===== src/rtl/spi_host_pkg.sv =====
`timescale 1ns/1ps
package spi_host_pkg;
   localparam logic [7:0] OFS_CTRL = 8'h60;
   localparam logic [7:0] OFS_STAT = 8'h64;
   localparam logic [7:0] OFS_TXD  = 8'h68;
   localparam logic [7:0] OFS_RXD  = 8'h6C;
   localparam logic [7:0] OFS_SSEL = 8'h70;
   localparam int STAT_FAULT_BIT = 4;

   // packed: first member is the most significant bit (bit 9)
   typedef struct packed {
      logic lsb_first;
      logic hold;
      logic manual_ss;
      logic rx_clr;
      logic tx_clr;
      logic cpha;
      logic cpol;
      logic master;
      logic enable;
      logic loop;
   } ctrl_t;

   typedef struct packed {
      logic cpol;
      logic cpha;
      logic lsb_first;
   } wire_mode_t;
endpackage


===== src/rtl/spi_host_fifo.sv =====
`timescale 1ns/1ps
module spi_host_fifo #(
   parameter int W     = 8,
   parameter int DEPTH = 4
) (
   input  logic         clk,
   input  logic         rst_n,
   input  logic         clr,
   input  logic         push,
   input  logic [W-1:0] din,
   input  logic         pop,
   output logic [W-1:0] dout,
   output logic         empty,
   output logic         full
);
   localparam int AW = $clog2(DEPTH);
   localparam int CW = AW + 1;

   logic [W-1:0]  mem [DEPTH];
   logic [AW-1:0] rp, wp;
   logic [CW-1:0] cnt;
   logic          do_push, do_pop;

   assign empty   = (cnt == '0);
   assign full    = (cnt == CW'(DEPTH));
   assign do_push = push && !full;
   assign do_pop  = pop && !empty;
   assign dout    = mem[rp];

   always_ff @(posedge clk) begin
      if (!rst_n || clr) begin
         rp  <= '0;
         wp  <= '0;
         cnt <= '0;
      end else begin
         if (do_push) wp <= wp + 1'b1;
         if (do_pop)  rp <= rp + 1'b1;
         cnt <= cnt + CW'(do_push) - CW'(do_pop);
      end
   end

   always_ff @(posedge clk) begin
      if (do_push && !clr) mem[wp] <= din;
   end
endmodule


===== src/rtl/spi_host_shifter.sv =====
`timescale 1ns/1ps
module spi_host_shifter
   import spi_host_pkg::*;
#(
   parameter int W        = 8,
   parameter int SCK_HALF = 2
) (
   input  logic         clk,
   input  logic         rst_n,
   input  logic         start,
   input  logic [W-1:0] word_in,
   input  wire_mode_t   mode,
   input  logic         loop,
   input  logic         miso,
   output logic         busy,
   output logic         sck,
   output logic         mosi,
   output logic         done,
   output logic [W-1:0] rx_word
);
   localparam int DW = $clog2(SCK_HALF + 1);
   localparam int EW = $clog2(2 * W);
   localparam logic [DW-1:0] DIV_LAST  = DW'(SCK_HALF - 1);
   localparam logic [EW-1:0] EDGE_LAST = EW'(2 * W - 1);

   function automatic logic out_bit(input logic [W-1:0] v, input logic lsb);
      return lsb ? v[0] : v[W-1];
   endfunction

   function automatic logic [W-1:0] step_out(input logic [W-1:0] v, input logic lsb);
      return lsb ? (v >> 1) : (v << 1);
   endfunction

   function automatic logic [W-1:0] step_in(input logic [W-1:0] v, input logic b,
                                            input logic lsb);
      return lsb ? {b, v[W-1:1]} : {v[W-2:0], b};
   endfunction

   wire_mode_t    mode_q;
   logic [DW-1:0] div_cnt;
   logic [EW-1:0] edge_cnt;
   logic [W-1:0]  tx_sh, rx_sh, rx_nxt;
   logic          sck_q, mosi_q;
   logic          edge_now, leading, last_edge, drive_now, sample_now, in_bit;

   assign edge_now   = busy && (div_cnt == DIV_LAST);
   assign leading    = !edge_cnt[0];
   assign last_edge  = (edge_cnt == EDGE_LAST);
   assign drive_now  = edge_now && (mode_q.cpha ? leading : (!leading && !last_edge));
   assign sample_now = edge_now && (mode_q.cpha ? !leading : leading);
   assign in_bit     = loop ? mosi_q : miso;
   assign rx_nxt     = sample_now ? step_in(rx_sh, in_bit, mode_q.lsb_first) : rx_sh;
   assign rx_word    = rx_nxt;
   assign done       = edge_now && last_edge;
   assign sck        = sck_q;
   assign mosi       = mosi_q;

   always_ff @(posedge clk) begin
      if (!rst_n) begin
         busy     <= 1'b0;
         mode_q   <= '0;
         div_cnt  <= '0;
         edge_cnt <= '0;
         tx_sh    <= '0;
         rx_sh    <= '0;
         sck_q    <= 1'b0;
         mosi_q   <= 1'b0;
      end else if (!busy) begin
         sck_q    <= mode.cpol;
         div_cnt  <= '0;
         edge_cnt <= '0;
         if (start) begin
            busy   <= 1'b1;
            mode_q <= mode;
            rx_sh  <= '0;
            if (mode.cpha) begin
               tx_sh <= word_in;
            end else begin
               mosi_q <= out_bit(word_in, mode.lsb_first);
               tx_sh  <= step_out(word_in, mode.lsb_first);
            end
         end
      end else begin
         div_cnt <= edge_now ? '0 : div_cnt + 1'b1;
         rx_sh   <= rx_nxt;
         if (edge_now) begin
            sck_q    <= !sck_q;
            edge_cnt <= edge_cnt + 1'b1;
            if (last_edge) busy <= 1'b0;
         end
         if (drive_now) begin
            mosi_q <= out_bit(tx_sh, mode_q.lsb_first);
            tx_sh  <= step_out(tx_sh, mode_q.lsb_first);
         end
      end
   end
endmodule


===== src/rtl/spi_host_ctrl.sv =====
`timescale 1ns/1ps
module spi_host_ctrl
   import spi_host_pkg::*;
#(
   parameter int WORD_W     = 8,
   parameter int FIFO_DEPTH = 4,
   parameter int NUM_SS     = 4,
   parameter int SCK_HALF   = 2
) (
   input  logic              clk,
   input  logic              rst_n,
   input  logic              bus_wr,
   input  logic              bus_rd,
   input  logic [7:0]        bus_addr,
   input  logic [31:0]       bus_wdata,
   output logic [31:0]       bus_rdata,
   output logic              sck,
   output logic              mosi,
   input  logic              miso,
   output logic [NUM_SS-1:0] ss_n,
   input  logic              fault_sel_n,
   output logic              tx_done,
   output logic              tx_overrun,
   output logic              rx_underrun
);
   // elaboration-time parameter checks
   if (!(WORD_W == 8 || WORD_W == 16 || WORD_W == 32)) begin : g_bad_width
      $error("WORD_W must be 8, 16 or 32");
   end
   if (FIFO_DEPTH < 2 || (FIFO_DEPTH & (FIFO_DEPTH - 1)) != 0) begin : g_bad_depth
      $error("FIFO_DEPTH must be a power of two of at least 2");
   end
   if (NUM_SS < 1 || NUM_SS > 32) begin : g_bad_ss
      $error("NUM_SS must lie in 1..32");
   end
   if (SCK_HALF < 1) begin : g_bad_div
      $error("SCK_HALF must be at least 1");
   end

   ctrl_t             ctrl_q, ctrl_wr;
   logic [NUM_SS-1:0] ssel_q;
   logic              fault_q;
   logic [1:0]        fsync_q;
   logic              wr_ctrl, wr_stat, wr_txd, wr_ssel, rd_rxd;
   logic              tx_clr, rx_clr;
   logic [WORD_W-1:0] tx_dout, rx_dout, sh_rx;
   logic              tx_empty, tx_full, rx_empty, rx_full;
   logic              sh_busy, sh_done, sh_start;
   logic              unused_wdata;
   wire_mode_t        cur_mode;

   assign unused_wdata = ^bus_wdata;

   assign wr_ctrl = bus_wr && (bus_addr == OFS_CTRL);
   assign wr_stat = bus_wr && (bus_addr == OFS_STAT);
   assign wr_txd  = bus_wr && (bus_addr == OFS_TXD);
   assign wr_ssel = bus_wr && (bus_addr == OFS_SSEL);
   assign rd_rxd  = bus_rd && (bus_addr == OFS_RXD);

   always_comb begin
      ctrl_wr        = ctrl_t'(bus_wdata[9:0]);
      ctrl_wr.tx_clr = 1'b0;
      ctrl_wr.rx_clr = 1'b0;
   end
   assign tx_clr = wr_ctrl && bus_wdata[5];
   assign rx_clr = wr_ctrl && bus_wdata[6];

   assign sh_start = ctrl_q.enable && ctrl_q.master && !ctrl_q.hold && !fault_q &&
                     !tx_empty && !sh_busy;
   assign cur_mode = '{cpol: ctrl_q.cpol, cpha: ctrl_q.cpha, lsb_first: ctrl_q.lsb_first};

   always_ff @(posedge clk) begin
      if (!rst_n) begin
         ctrl_q      <= '0;
         ssel_q      <= '1;
         fault_q     <= 1'b0;
         fsync_q     <= 2'b11;
         tx_done     <= 1'b0;
         tx_overrun  <= 1'b0;
         rx_underrun <= 1'b0;
      end else begin
         fsync_q <= {fsync_q[0], fault_sel_n};
         if (wr_ctrl) ctrl_q <= ctrl_wr;
         if (wr_ssel) ssel_q <= bus_wdata[NUM_SS-1:0];
         if (ctrl_q.enable && ctrl_q.master && !fsync_q[1])
            fault_q <= 1'b1;
         else if (wr_stat && bus_wdata[STAT_FAULT_BIT])
            fault_q <= 1'b0;
         tx_done     <= sh_done && tx_empty;
         tx_overrun  <= wr_txd && tx_full;
         rx_underrun <= rd_rxd && rx_empty;
      end
   end

   spi_host_fifo #(.W(WORD_W), .DEPTH(FIFO_DEPTH)) u_txq (
      .clk(clk), .rst_n(rst_n), .clr(tx_clr),
      .push(wr_txd), .din(bus_wdata[WORD_W-1:0]), .pop(sh_start),
      .dout(tx_dout), .empty(tx_empty), .full(tx_full)
   );

   spi_host_fifo #(.W(WORD_W), .DEPTH(FIFO_DEPTH)) u_rxq (
      .clk(clk), .rst_n(rst_n), .clr(rx_clr),
      .push(sh_done), .din(sh_rx), .pop(rd_rxd),
      .dout(rx_dout), .empty(rx_empty), .full(rx_full)
   );

   spi_host_shifter #(.W(WORD_W), .SCK_HALF(SCK_HALF)) u_eng (
      .clk(clk), .rst_n(rst_n), .start(sh_start), .word_in(tx_dout),
      .mode(cur_mode), .loop(ctrl_q.loop), .miso(miso),
      .busy(sh_busy), .sck(sck), .mosi(mosi), .done(sh_done), .rx_word(sh_rx)
   );

   for (genvar i = 0; i < NUM_SS; i++) begin : g_ss
      assign ss_n[i] = (ctrl_q.manual_ss || sh_busy) ? ssel_q[i] : 1'b1;
   end

   always_comb begin
      unique case (bus_addr)
         OFS_CTRL: bus_rdata = 32'(ctrl_q);
         OFS_STAT: bus_rdata = {27'd0, fault_q, tx_full, tx_empty, rx_full, rx_empty};
         OFS_RXD:  bus_rdata = rx_empty ? 32'd0 : 32'(rx_dout);
         OFS_SSEL: bus_rdata = 32'(ssel_q);
         default:  bus_rdata = 32'd0;
      endcase
   end
endmodule


===== config.mk =====
export PLATFORM = sky130hd
export DESIGN_NAME = spi_host_ctrl
export DESIGN_NICKNAME = d
export VERILOG_FILES = /design/src/rtl/spi_host_pkg.sv /design/src/rtl/spi_host_fifo.sv /design/src/rtl/spi_host_shifter.sv /design/src/rtl/spi_host_ctrl.sv
export SDC_FILE = /design/constraint.sdc
export NUM_CORES = 1
export LEC_CHECK = 0
export ABC_AREA = 1
export BUFFER_PORTS_ARGS = -buffer_cell sky130_fd_sc_hd__buf_2
export CELL_PAD_IN_SITES_DETAIL_PLACEMENT = 1
export CELL_PAD_IN_SITES_GLOBAL_PLACEMENT = 2
export CORE_ASPECT_RATIO = 0.9
export CORE_UTILIZATION = 32
export DETAILED_ROUTE_END_ITERATION = 8
export MAX_ROUTING_LAYER = met4
export PLACE_DENSITY = 0.79
export SYNTH_ARGS = -nofsm -noshare
export SYNTH_HDL_FRONTEND = slang
export SYNTH_SLANG_ARGS = --single-unit

===== constraint.sdc =====
create_clock -name clk -period 2.6 [get_ports clk]
set_clock_uncertainty 0.05 [all_clocks]
set_input_delay 0.26 -clock clk [delete_from_list [all_inputs] [get_ports clk]]
set_output_delay 0.26 -clock clk [all_outputs]
set_load 0.02 [all_outputs]

==> metrics list <==
- The synthesized netlist occupies a cell area of 0.00613 mm2.
- After detailed routing, the average wire length per cell comes to 16.2 um.
- Counting every instance in the synthesized netlist gives 696.
- After legalization and detailed placement, the total HPWL measured 12300 um.
- Primary flip-flop cell chosen by synthesis mapping: sky130_fd_sc_hd__edfxtp_1
* Number of gates given a new drive strength after cts: 0
- Buffers placed on the I/O ports in this run total 42.
- Of the synthesized area, sequential elements account for 0.519.
- The detailed router finished its first iteration with 196 violations.
- The flow ran to the end, and the final reports show no timing, DRC or antenna violations.
- The endpoint identified for the worst register-to-register timing path is u_rxq.cnt[2].
- Via density per instance: 4.80
- Core Box Area: 0.0186 mm2
- The path with the worst hold slack has its endpoint at u_txq.mem[3][6].
* Die Area: 0.0197 mm2
* Post-synth EDFFs: 64
* Initial core utilization: 0.330
* Worst-case reg-to-reg path depth: 10
- Counting the buffers created by CTS gives 17.
- In this run the core area contains 47 standard-cell rows.
* Antenna-violating nets left: 0
- HP Start: bus_wdata[6]
- Transition time at the pin with the least slew margin: 0.707 ns
- Async set-reset flop share out of synthesis: 0
- The number of placed instances, taps included, is 981.
* Area added between synthesis and finish: 18.3%
- The worst hold path belongs to the class in2reg.
- Clock transition at the registers of the reported paths: 0.06 ns
- TritonCTS built the clock tree.
* Number of levels in the clock H-tree: 4
- Most common library cell in the layout ignoring fill and taps: sky130_fd_sc_hd__nand2_1
* Number of warnings printed during yosys synthesis: 0
* Post-synthesis cell type count: 42
- Height of the chip: 133 um
* Area of combinational cells with multiple inputs: 0.00243 mm2
- In the global route stage, overall resource usage came out at 0.182.
- STA classifies the critical path startpoint as a flop.
- For this run, the top clock speed supported by timing is 0.402 GHz.
- For this design the ratio of total power to cell area is 670 mW/mm2.
* Class of the most critical setup path: reg2reg
- In the routed design, unresolved DRC markers number 0.
* Die outline width: 148 um
- Total of fill cells in the finished design: 2202
- Across the VDD grid, the largest voltage drop is 0.470 mV.
* Number of stages on the worst hold path: 1
- Initial antenna violation count: 0
- After the last flow step, the layout net total stands at 818.
* Final Hold Fails: 0
- Area used by sequential logic in the layout: 0.00318 mm2
- Final WL: 16400 um
- The first global-routing pass estimated 26400 um of wire.
* Routability cong.: 0.766
- Worst reg2reg path startpoint: u_eng.edge_cnt[0]
- Via count of the routed design: 4865
* Total number of clock tree sinks: 127
- Post-layout minimum cycle time: 2.49 ns
- After layout, the design draws a total of 0.00486 W.
- Max-cap violations in this run came to 0.
* Capturing element type of the critical path: flop
* Lkg Pwr: 3.02 nW
- Buffers inserted to repair hold after CTS numbered 1.
- Setup violations remaining at the end of the flow were counted as 0.
- Excluding fillers, the count of instances in the completed layout stands at 1014.
* First-pass iteration count of the detailed router: 4
- The worst pin sits at a relative slew slack of 0.528.
* Period utilization: 0.956
- Root buffer cell: sky130_fd_sc_hd__clkbuf_16
* Critical path required time: 2.90 ns
- STA puts the critical path data arrival time at 2.79 ns.
- The via count of the first global-routing pass came to 5073.
* Top Ports: 87
- Setup repair after global routing left no endpoint under its margin.
- Total negative setup slack: 0 ns
- Minimum setup slack among reg-to-reg paths: 0.11 ns
- The number of antenna diodes in the final layout is 0.
* Average size of a mapped cell: 8.81 um2
- Synth Register Bits: 127
- Largest net degree at the start of global routing: 23
* GRT Residual Overflow: 0
- Clock latency on the worst-skew pair, taken at its later pin, is 0.42 ns.
* Final Max Slew Viols: 0
- Clock Path Buffers: 2
- Along the worst path, the maximum fanout reaches 5.
- The number of setup buffers added after CTS is 0.
- Ratio of cells with drive above 1 in the final layout: 0.181
- Top library cells by usage in the layout, fill and taps aside: sky130_fd_sc_hd__nand2_1 (121), sky130_fd_sc_hd__inv_1 (75), sky130_fd_sc_hd__nor2_1 (72)
[routing by layer]
metal | GRT usage | vias to the layer above | part of all wire
li1 | - | 2401 | -
met3 | 0.0421 | 16 | 0.036
met1 | 0.224 | 2368 | 0.47
met2 | 0.298 | 80 | 0.48
met4 | 0.0538 | 0 | 0.014
met5 | - | - | 0
[how the worst max path moves through the flow]
stage                           start            to  depth (start not counted)
global route        u_eng.edge_cnt[0]  u_rxq.cnt[2]                         10
CTS                 u_eng.edge_cnt[0]  u_rxq.cnt[2]                         10
global placement          bus_addr[0]  u_rxq.cnt[2]                         15
detailed placement        bus_addr[1]  u_rxq.cnt[2]                         15
floorplan                 bus_addr[7]  u_rxq.cnt[2]                         14
finish              u_eng.edge_cnt[0]  u_rxq.cnt[2]                         10
[worst max-delay path: stages, from the launching register on]
cell	delay, ns
sky130_fd_sc_hd__dfxtp_1	0.39
sky130_fd_sc_hd__ha_1	0.24
sky130_fd_sc_hd__nand3_1	0.12
sky130_fd_sc_hd__nor2_1	0.28
sky130_fd_sc_hd__nand2_1	0.18
sky130_fd_sc_hd__inv_2	0.12
sky130_fd_sc_hd__ha_1	0.15
sky130_fd_sc_hd__inv_1	0.05
sky130_fd_sc_hd__fa_1	0.38
sky130_fd_sc_hd__or2_2	0.31
sky130_fd_sc_hd__a21oi_1	0.14
[metrics by stage]
stage / util / hold WS, ns / cell area [um2] / worst slack (ns)
2_1_floorplan: - / 0.309 / 6210 / 0.295
3_3_place_gp: 0.354 / 0.347 / 6590 / 0.221
3_5_place_dp: 0.354 / 0.355 / 6590 / 0.107
4_1_cts: 0.390 / 0.0248 / 7260 / 0.135
5_1_grt: 0.390 / 0.0342 / 7260 / 0.00372
6_report: 0.390 / 0.0381 / 7260 / 0.114
[area by class of cell]
cell class              instances  share of cell area
clock inverters                15              0.0322
inverters                      84              0.0445
flip-flops and latches        127               0.439
clock buffers                  17              0.0586
repair buffers                 61              0.0490
multi-input cells             465               0.335
well taps                     245              0.0422
[synth_stat cells (2+ instances only)]
cell type | number | area (um2)
sky130_fd_sc_hd__a21oi_1 | 32 | 160
sky130_fd_sc_hd__a21oi_2 | 5 | 43.8
sky130_fd_sc_hd__buf_2 | 9 | 45.0
sky130_fd_sc_hd__buf_4 | 24 | 180
sky130_fd_sc_hd__buf_6 | 3 | 33.8
sky130_fd_sc_hd__clkbuf_1 | 5 | 18.8
sky130_fd_sc_hd__dfxtp_1 | 63 | 1260
sky130_fd_sc_hd__edfxtp_1 | 64 | 1920
sky130_fd_sc_hd__fa_1 | 2 | 40.0
sky130_fd_sc_hd__ha_1 | 14 | 175
sky130_fd_sc_hd__inv_1 | 75 | 282
sky130_fd_sc_hd__inv_2 | 6 | 22.5
sky130_fd_sc_hd__inv_4 | 3 | 18.8
sky130_fd_sc_hd__nand2_1 | 121 | 454
sky130_fd_sc_hd__nand2_2 | 7 | 43.8
sky130_fd_sc_hd__nand3_1 | 63 | 315
sky130_fd_sc_hd__nand3_2 | 4 | 40.0
sky130_fd_sc_hd__nand4_1 | 8 | 50.1
sky130_fd_sc_hd__nor2_1 | 72 | 270
sky130_fd_sc_hd__nor2_2 | 3 | 18.8
sky130_fd_sc_hd__nor2_4 | 2 | 22.5
sky130_fd_sc_hd__nor3_1 | 6 | 30.0
sky130_fd_sc_hd__nor4_1 | 2 | 12.5
sky130_fd_sc_hd__o211ai_1 | 2 | 15.0
sky130_fd_sc_hd__o21ai_0 | 46 | 230
sky130_fd_sc_hd__o21ai_1 | 12 | 60.1
sky130_fd_sc_hd__o21ai_2 | 5 | 43.8
sky130_fd_sc_hd__o21bai_1 | 3 | 22.5
sky130_fd_sc_hd__o22ai_1 | 13 | 81.3
sky130_fd_sc_hd__or2_2 | 5 | 31.3
sky130_fd_sc_hd__xnor2_1 | 4 | 35.0
sky130_fd_sc_hd__xor2_1 | 3 | 26.3
[power by group]
group	switching, W	internal (W)
Sequential	0.000000819	0.00209
Combinational	0.0000840	0.0000251
Clock	0.000939	0.00172
[flip-flops by register name (all words and copies together), names as in the netlist, 3 cells and up, named ones only]
signal,count
ctrl_q,8
ssel_q,4
u_eng.edge_cnt,4
u_eng.rx_sh,8
u_eng.tx_sh,8
u_rxq.cnt,3
u_rxq.mem,32
u_txq.cnt,3
u_txq.mem,32
[logic make-up (layout without fill, tap and decap cells)]
family	Yosys count	count (layout)	synth area share
buffers and inverters	125	177	0.0979
adders and majority gates	16	16	0.0351
and+or+nand+nor	300	300	0.226
DFF	127	127	0.519
xor gates and xnor gates	7	7	0.0100
AOI/OAI and AO/OA	120	120	0.111
other	1	22	0.000611
(Power assumes the default switching activity.)
